**src/rtl/tmr_pkg.sv**
```systemverilog
package tmr_pkg;
  typedef enum logic [2:0] {
    CS_STOP     = 3'd0,
    CS_DIV1     = 3'd1,
    CS_DIV8     = 3'd2,
    CS_DIV64    = 3'd3,
    CS_DIV256   = 3'd4,
    CS_DIV1024  = 3'd5,
    CS_EXT_FALL = 3'd6,
    CS_EXT_RISE = 3'd7
  } clk_sel_e;

  typedef enum logic [1:0] {
    OM_OFF    = 2'd0,
    OM_TOGGLE = 2'd1,
    OM_CLEAR  = 2'd2,
    OM_SET    = 2'd3
  } out_mode_e;
endpackage

```
**src/rtl/tmr_prescaler.sv**
```systemverilog
module tmr_prescaler
  import tmr_pkg::*;
#(
  parameter int PRE_W   = 10,
  parameter int SYNC_ST = 2
) (
  input  logic       clk_i,
  input  logic       rst_ni,
  input  logic [2:0] clk_sel_i,
  input  logic       ext_pin_i,
  output logic       tick_o
);
  localparam logic [PRE_W-1:0] ONE = PRE_W'(1);

  logic [PRE_W-1:0]   pre_q;
  logic [SYNC_ST-1:0] sync_q;
  logic               last_q;
  logic [PRE_W-1:0]   mask;
  logic               div_hit, ext_s;
  clk_sel_e           sel;

  assign sel   = clk_sel_e'(clk_sel_i);
  assign ext_s = sync_q[SYNC_ST-1];

  always_ff @(posedge clk_i or negedge rst_ni) begin
    if (!rst_ni) begin
      pre_q  <= '0;
      sync_q <= '0;
      last_q <= 1'b0;
    end else begin
      pre_q  <= pre_q + ONE;
      sync_q <= {sync_q[SYNC_ST-2:0], ext_pin_i};
      last_q <= ext_s;
    end
  end

  always_comb begin
    unique case (sel)
      CS_DIV8:    mask = (ONE << 3) - ONE;
      CS_DIV64:   mask = (ONE << 6) - ONE;
      CS_DIV256:  mask = (ONE << 8) - ONE;
      CS_DIV1024: mask = '1;
      default:    mask = '0;
    endcase
  end

  assign div_hit = (pre_q & mask) == mask;

  always_comb begin
    unique case (sel)
      CS_STOP:     tick_o = 1'b0;
      CS_EXT_FALL: tick_o = last_q & ~ext_s;
      CS_EXT_RISE: tick_o = ~last_q & ext_s;
      default:     tick_o = div_hit;
    endcase
  end

  // one step per edge, unless the selection just changed
  assert_one_tick_per_edge_R4: assert property (@(posedge clk_i) disable iff (!rst_ni)
    (tick_o && clk_sel_i[2:1] == 2'b11) |=> (!tick_o || clk_sel_i != $past(clk_sel_i)));

  // stop never steps
  assert_stop_no_tick_R2: assert property (@(posedge clk_i) disable iff (!rst_ni)
    (sel == CS_STOP) |-> !tick_o);
endmodule

```
**src/rtl/tmr_counter.sv**
```systemverilog
module tmr_counter #(
  parameter int CNT_W = 8
) (
  input  logic             clk_i,
  input  logic             rst_ni,
  input  logic             tick_i,
  input  logic             clr_on_match_i,
  input  logic [CNT_W-1:0] cmp_val_i,
  output logic [CNT_W-1:0] count_o,
  output logic             match_o
);
  localparam logic [CNT_W-1:0] ONE = CNT_W'(1);

  logic [CNT_W-1:0] cnt_q;
  logic             eq;

  assign eq      = cnt_q == cmp_val_i;
  assign match_o = tick_i & eq;
  assign count_o = cnt_q;

  always_ff @(posedge clk_i or negedge rst_ni) begin
    if (!rst_ni)                    cnt_q <= '0;
    else if (tick_i) begin
      if (clr_on_match_i && eq)     cnt_q <= '0;
      else                          cnt_q <= cnt_q + ONE;
    end
  end

  assert_hold_without_tick_R2: assert property (@(posedge clk_i) disable iff (!rst_ni)
    !tick_i |=> $stable(cnt_q));

  assert_clear_after_match_R6: assert property (@(posedge clk_i) disable iff (!rst_ni)
    (tick_i && clr_on_match_i && cnt_q == cmp_val_i) |=> cnt_q == '0);

  assert_step_or_wrap_R5: assert property (@(posedge clk_i) disable iff (!rst_ni)
    (tick_i && !(clr_on_match_i && cnt_q == cmp_val_i)) |=> cnt_q == CNT_W'($past(cnt_q) + ONE));
endmodule

```
**src/rtl/tmr_cmp_out.sv**
```systemverilog
module tmr_cmp_out
  import tmr_pkg::*;
(
  input  logic       clk_i,
  input  logic       rst_ni,
  input  logic       match_i,
  input  logic [1:0] out_mode_i,
  output logic       pin_o,
  output logic       pin_en_o
);
  out_mode_e mode;
  logic      pin_q, pin_d;

  assign mode     = out_mode_e'(out_mode_i);
  assign pin_en_o = mode != OM_OFF;
  assign pin_o    = pin_q;

  always_comb begin
    pin_d = pin_q;
    if (match_i) begin
      unique case (mode)
        OM_TOGGLE: pin_d = ~pin_q;
        OM_CLEAR:  pin_d = 1'b0;
        OM_SET:    pin_d = 1'b1;
        default:   pin_d = pin_q;
      endcase
    end
  end

  always_ff @(posedge clk_i or negedge rst_ni) begin
    if (!rst_ni) pin_q <= 1'b0;
    else         pin_q <= pin_d;
  end

  assert_toggle_R8: assert property (@(posedge clk_i) disable iff (!rst_ni)
    (match_i && mode == OM_TOGGLE) |=> pin_q != $past(pin_q));

  assert_set_R8: assert property (@(posedge clk_i) disable iff (!rst_ni)
    (match_i && mode == OM_SET) |=> pin_q);

  assert_clear_R8: assert property (@(posedge clk_i) disable iff (!rst_ni)
    (match_i && mode == OM_CLEAR) |=> !pin_q);

  assert_off_hold_R9: assert property (@(posedge clk_i) disable iff (!rst_ni)
    (!match_i || mode == OM_OFF) |=> $stable(pin_q));
endmodule

```
**src/rtl/cmp_timer.sv**
```systemverilog
module cmp_timer #(
  parameter int CNT_W = 8,
  parameter int PRE_W = 10
) (
  input  logic             clk_i,
  input  logic             rst_ni,
  input  logic [2:0]       clk_sel_i,
  input  logic [1:0]       out_mode_i,
  input  logic             clr_on_match_i,
  input  logic [CNT_W-1:0] cmp_val_i,
  input  logic             ext_pin_i,
  output logic [CNT_W-1:0] count_o,
  output logic             cmp_pin_o,
  output logic             cmp_pin_en_o,
  output logic             match_o
);
  logic tick, match;

  tmr_prescaler #(.PRE_W(PRE_W), .SYNC_ST(2)) u_pre (
    .clk_i     (clk_i),
    .rst_ni    (rst_ni),
    .clk_sel_i (clk_sel_i),
    .ext_pin_i (ext_pin_i),
    .tick_o    (tick)
  );

  tmr_counter #(.CNT_W(CNT_W)) u_cnt (
    .clk_i          (clk_i),
    .rst_ni         (rst_ni),
    .tick_i         (tick),
    .clr_on_match_i (clr_on_match_i),
    .cmp_val_i      (cmp_val_i),
    .count_o        (count_o),
    .match_o        (match)
  );

  tmr_cmp_out u_out (
    .clk_i      (clk_i),
    .rst_ni     (rst_ni),
    .match_i    (match),
    .out_mode_i (out_mode_i),
    .pin_o      (cmp_pin_o),
    .pin_en_o   (cmp_pin_en_o)
  );

  assign match_o = match;
endmodule

```
**config.mk**
```make
export PLATFORM = sky130hd
export DESIGN_NAME = cmp_timer
export DESIGN_NICKNAME = d
export VERILOG_FILES = /design/src/rtl/tmr_pkg.sv /design/src/rtl/tmr_prescaler.sv /design/src/rtl/tmr_counter.sv /design/src/rtl/tmr_cmp_out.sv /design/src/rtl/cmp_timer.sv
export SDC_FILE = /design/constraint.sdc
export NUM_CORES = 1
export LEC_CHECK = 0
export BUFFER_PORTS_ARGS = -buffer_cell sky130_fd_sc_hd__buf_2
export CORE_MARGIN = 3
export CORE_UTILIZATION = 55
export CTS_CLUSTER_SIZE = 12
export DETAILED_ROUTE_END_ITERATION = 8
export GPL_ROUTABILITY_DRIVEN = 0
export PLACE_DENSITY = 0.82
export SLEW_MARGIN = 20
export SYNTH_ARGS = -nofsm -noshare
export SYNTH_HDL_FRONTEND = slang
export SYNTH_SLANG_ARGS = --single-unit
export TNS_END_PERCENT = 100
```
**constraint.sdc**
```tcl
create_clock -name clk_i -period 3.85 [get_ports clk_i]
set_clock_uncertainty 0.05 [all_clocks]
set_input_delay 0.77 -clock clk_i [delete_from_list [all_inputs] [get_ports clk_i]]
set_output_delay 0.77 -clock clk_i [all_outputs]
set_load 0.02 [all_outputs]
```
## Word level (Yosys, flattened, before mapping)

Cells that the tools add are included.

- Div/mod/pow operators: 0
- Multiplexer cells: 4
- $lt $le $gt $ge: 0
- Reduce and logical (&&, ||, !) cells: 5
- Eq/ne operators: 11
- Shift operators: 0
- Multipliers: 0
- $add $sub $neg: 2
- Bitwise logic cells: 7

Operator list:

| cell | number |
|---|---|
| $pmux 10 s4 | 1 |
| $eq 3x3->1 const B | 4 |
| $add 10x1->10 const B | 1 |
| $and 10x10->10 | 1 |
| $eq 10x10->1 | 1 |
| $add 8x1->8 const B | 1 |
| $eq 8x8->1 | 1 |
| $mux 8 | 1 |
| $eq 3x2->1 const B | 2 |
| $pmux 1 s3 | 2 |
| $eq 2x2->1 const B | 2 |
| $and 1x1->1 | 3 |
| $logic_not 3->1 | 1 |
| $not 1->1 | 3 |
| $reduce_bool 3->1 | 1 |
| $eq 2x1->1 const B | 1 |
| $reduce_and 2->1 | 1 |
| $reduce_bool 2->1 | 1 |
| $logic_and 1x1->1 | 1 |

- Bits of input ports: 17
- Memory bits (writable): 0
- Logic and storage cells: 34
- Output and inout port bits: 11
- Register bits after elaboration: 22
- Memories: 0
- Memory bits (read-only): 0
- Latch bits: 0

## Logic depth before layout (Yosys ltp)

- Depth in word-level cells: 7
- Depth in mapped cells: 6
- Mapped depth without buffers: 6

## Cells and area by module

Synthesis repeated with hierarchy kept, for this count alone.

- Cell total of the unflattened synthesis: 103
- Area total of the unflattened synthesis: 1099.8 µm²

By module, submodules not included:

| module | instances | cells each | area an instance (µm²) | sequential area each (µm²) |
|---|---|---|---|---|
| tmr_prescaler | 1 | 44 | 540.5 | 325.3 |
| tmr_counter | 1 | 54 | 503.0 | 200.2 |
| tmr_cmp_out | 1 | 5 | 56.3 | 25.0 |

## Least setup slack after synthesis

No wires, ideal clock.

- Path type: input-to-output
- Start point: input clk_sel_i[2]
- End point: output match_o
- Arrival time: 1837 ps
- Cell stages on the path: 5
- Slack: 1193 ps
- Data required time: 3030 ps
- Buffers on the path: 1
- Cells stage by stage: or3b_1 > o2bb2ai_1 > a211oi_1 > buf_4 > nor2_1

- Word-level cells in the longest chain between the ends: 6
- Elaborated cells between the ends (all ways): 12
- Those cells by class: 7 x eq/ne; 2 x mux; 2 x bitwise; 1 x reduce/logical

Ends and longest elaborated chain:

| element | RTL line | text |
|---|---|---|
| start: declaration | cmp_timer.sv:7 | `input logic [2:0] clk_sel_i,` |
| $eq 3x3->1 / $eq 3x2->1 (equally long branches) | tmr_prescaler.sv:38 | `unique case (sel)` |
| $pmux 10 s4 | tmr_prescaler.sv:38 |  |
| $and 10x10->10 | tmr_prescaler.sv:47 | `assign div_hit = (pre_q & mask) == mask;` |
| $eq 10x10->1 | tmr_prescaler.sv:47 |  |
| $pmux 1 s3 * | tmr_prescaler.sv:50 | `unique case (sel)` |
| $and 1x1->1 * | tmr_counter.sv:18 | `assign match_o = tick_i & eq;` |
| end: declaration | cmp_timer.sv:15 | `output logic match_o` |

Every way passes the cells marked *; elsewhere a longest branch is shown, timed or not.

## Worst setup path in the final report

- Start point: input clk_sel_i[0]
- End point: output match_o

Same word-level chain as after synthesis.

==> out/qor.yml <==
layout:
  final_area_mm2: 0.00134
  antennaDiodeCount: 0
  syn2layout_area_growth_pct: 17.8
  fin_util_pct: 72.9
  n_fill_cell: 139
  final_nets: 158
  drive_gt1_share_pct: 25.4
die:
  initial_core_util_pct: 61.9
  die_h_um: 51.5
  die_width_um: 51.5
  num_rows: 15
  ios: 28
  die_area_mm2: 0.00265
  core_area_mm2: 0.00184
sta:
  fmax_ghz: 0.355
  tightest_slew_ns: 0.467
  finalCriticalPeriod_ns: 2.82
  rsz0062_at_grt: "no"
  finalCritPeriodShare_pct: 73.2
  slew_headroom_pct: 68.9
  fin_ws_ns: 1.03
  final_hold_viol_count: 0
  tns_ns: 0
  setup_violations: 0
  hold_ws_ns: 0.334
  slew_viol_final: 0
pwr:
  power_frac_seq_pct: 49.6
  intPower_mw: 0.375
  netSwitchingFraction_pct: 33.8
  power_density_mw_per_mm2: 422
  clock_power_share_pct: 21.9
  p_leak_nw: 0.634
  power.switching_mw: 0.191
  p_comb_share_pct: 28.5
  ir_drop_uv: 280
detailed_routing:
  drcViolationCount: 0
  top_layer: "met4"
  wl_met2_um: 1030
  wl_um: 2160
  dr.pass1.iters: 6
  met3WireLength_um: 119
  avgRoutedWirePerCell_um: 13.2
  postRouteAntennaNets: 0
  drtIter0Drc: 23
  via_per_inst: 5.44
  drt-met1-wl_um: 992
  vias: 887
clock_tree:
  root_buffer: "clkbuf_4"
  cts_tree: "built"
  cts_buffers: 3
  htreeDepth: 1
  cts_sinks: 22
  cts-resized-gates: 0
  clk_pin_slew_ns: 0.12
  post_cts_buffers: 0
  clock_latency_ns: 0.30
  clockBufferDepth: 2
  cts_hold_buf: 0
grt:
  grt-ovfl-total: 0
  grt_pass1_vias: 872
  grt_pass1_wl_um: 3660
  grt_max_degree: 23
  antenna_found_initial: 0
  grt_util_all_layers_pct: 18.3
worst_setup_path:
  crit_start: "clk_sel_i[0]"
  reg2reg_depth: 5
  rrSetupSlack_ns: 1.98
  path_class: "primary input to primary output"
  start_kind: "primary input"
  slowest_delay_ns: 0.37
  required_ns: 3.03
  timing.rr.start: "u_cnt.count_o[5]$_DFFE_PN0P_"
  crit_chain: "buf_2 -> or3b_1 -> a21oi_1 -> a211oi_1 -> buf_4 -> nor2_1 -> buf_2"
  cp.arrival_ns: 2.00
  crit_end: "match_o"
  r2r_end: "u_cnt.count_o[4]$_DFFE_PN0P_"
  cp_max_fo: 12
  path_common_cell: "buf_2"
  critPathSlowestCell: "or3b_1"
  end_kind: "primary output"
synthesis:
  synth_edf_count: 0
  syn_area_mm2: 0.00114
  async_reset_ff_share_pct: 100
  synth_top_flop_cell: "dfrtp_1"
  synth_compound_area_share_pct: 13.4
  synth-simple-area-share_pct: 21.1
  synthMuxAreaShare_pct: 0
  yosys_warnings: 0
  synth_cell_types: 37
  synth.net_count: 126
  syn_avg_cell_area_um2: 10.6
  seq_area_frac_synth_pct: 48.4
  synth-xor-area-share_pct: 12.3
  syn_inst: 107
  ys_ff_latch: 22
  synthAdderAreaFrac_pct: 2.20
  synth_top_family_by_area: "simple AND/OR/NAND/NOR gates"
flow_run:
  drv_cap: 0
status:
  run_status: "finished, final reports clean"
worst_hold_path:
  hp-class: "flip-flop to flip-flop"
placed_design:
  io_buffer_count: 27
  dp_slack_ns: 1.02
  post-dp-hpwl_um: 1710
  placed_area_mm2: 0.00131
## logic make-up after synthesis
logic type,count (synthesis)
xor gates and xnor gates,16
AOI/OAI and AO/OA,20
DFF,22
buffers and inverters,7
adders and majority gates,2
and+or+nand+nor,40
## flip-flops by register name, summed over array words and instances (netlist names)
name and cells:
u_out.pin_o 1, u_pre.pre_q 10, u_pre.last_q 1, u_cnt.count_o 8, u_pre.sync_q 2
## cell type report
class	count	area, µm²	area share, %
Inverter	6	22.5	1.68
Multi-Input combinational cell	78	558	41.6
Timing Repair Buffer	28	143	10.6
Tap cell	25	31.3	2.33
Clock buffer	4	36.3	2.71
Sequential cell	22	551	41.0
## critical path, delay by kind of cell
kind / cells / cell delay (ns)
AO/OA/AOI/OAI: 2 / 0.22
AND/OR/NAND/NOR: 2 / 0.51
buffers and inverters: 3 / 0.49
## power groups by stage
stage | Combinational [mW] | Clock [mW] | Sequential, mW
global route | 0.179 | 0.138 | 0.285
global placement | 0.157 | 0 | 0.284
CTS | 0.163 | 0.127 | 0.280
finish | 0.161 | 0.124 | 0.281
detailed placement | 0.163 | 0 | 0.285
floorplan | 0.0883 | 0 | 0.304
## through the flow
stage,cells,power [mW]
3_5_place_dp,159,0.448
2_1_floorplan,107,0.393
4_1_cts,163,0.571
6_report,163,0.566
5_1_grt,163,0.602
3_3_place_gp,159,0.441
## per-layer routing
metal / up-vias / GRT usage [%]
met1: 413 / 23.9
met5: - / 0
met4: 0 / 6.11
met3: 2 / 3.72
li1: 448 / -
met2: 24 / 30.3
## worst min path at each step
stage                     cells past startpoint                         to                      start  slack (ns)
after global routing                          0  u_pre.sync_q[1]$_DFF_PN0_  u_pre.sync_q[0]$_DFF_PN0_        0.33
after floorplan                               0  u_pre.sync_q[1]$_DFF_PN0_  u_pre.sync_q[0]$_DFF_PN0_        0.28
after global placement                        0  u_pre.sync_q[1]$_DFF_PN0_  u_pre.sync_q[0]$_DFF_PN0_        0.31
final                                         0  u_pre.sync_q[1]$_DFF_PN0_  u_pre.sync_q[0]$_DFF_PN0_        0.33
after detailed placement                      0  u_pre.sync_q[1]$_DFF_PN0_  u_pre.sync_q[0]$_DFF_PN0_        0.30
after CTS                                     0  u_pre.sync_q[1]$_DFF_PN0_  u_pre.sync_q[0]$_DFF_PN0_        0.34
## cells in the mapped netlist, types with 2 or more instances
cell	count	share of area (%)
o21ai_0	2	0.88
a22o_1	4	3.1
o211ai_1	2	1.3
ha_1	2	2.2
xor2_1	10	7.7
and3_1	4	2.2
nand3_1	9	4.0
or3b_1	2	1.5
nor2_1	7	2.3
a31o_1	2	1.5
nand2_1	6	2.0
xnor2_1	6	4.6
inv_1	6	2.0
dfrtp_1	22	48
## cell usage in the layout, fill, tap and decap left out, drive strengths merged, types with 2 or more instances in the layout
| cell | Yosys | final |
|---|---|---|
| clkbuf | 0 | 4 |
| a22o | 4 | 4 |
| o211ai | 2 | 2 |
| nor2 | 7 | 7 |
| ha | 2 | 2 |
| and3 | 4 | 4 |
| nand4 | 2 | 2 |
| xor2 | 10 | 10 |
| buf | 1 | 28 |
| xnor2 | 6 | 6 |
| nand2 | 6 | 6 |
| nand3 | 9 | 9 |
| inv | 6 | 6 |
| o21ai | 2 | 2 |
| a31o | 2 | 2 |
| or3b | 2 | 2 |
| dfrtp | 22 | 22 |
Note: power is estimated with default switching activity, not from simulation.
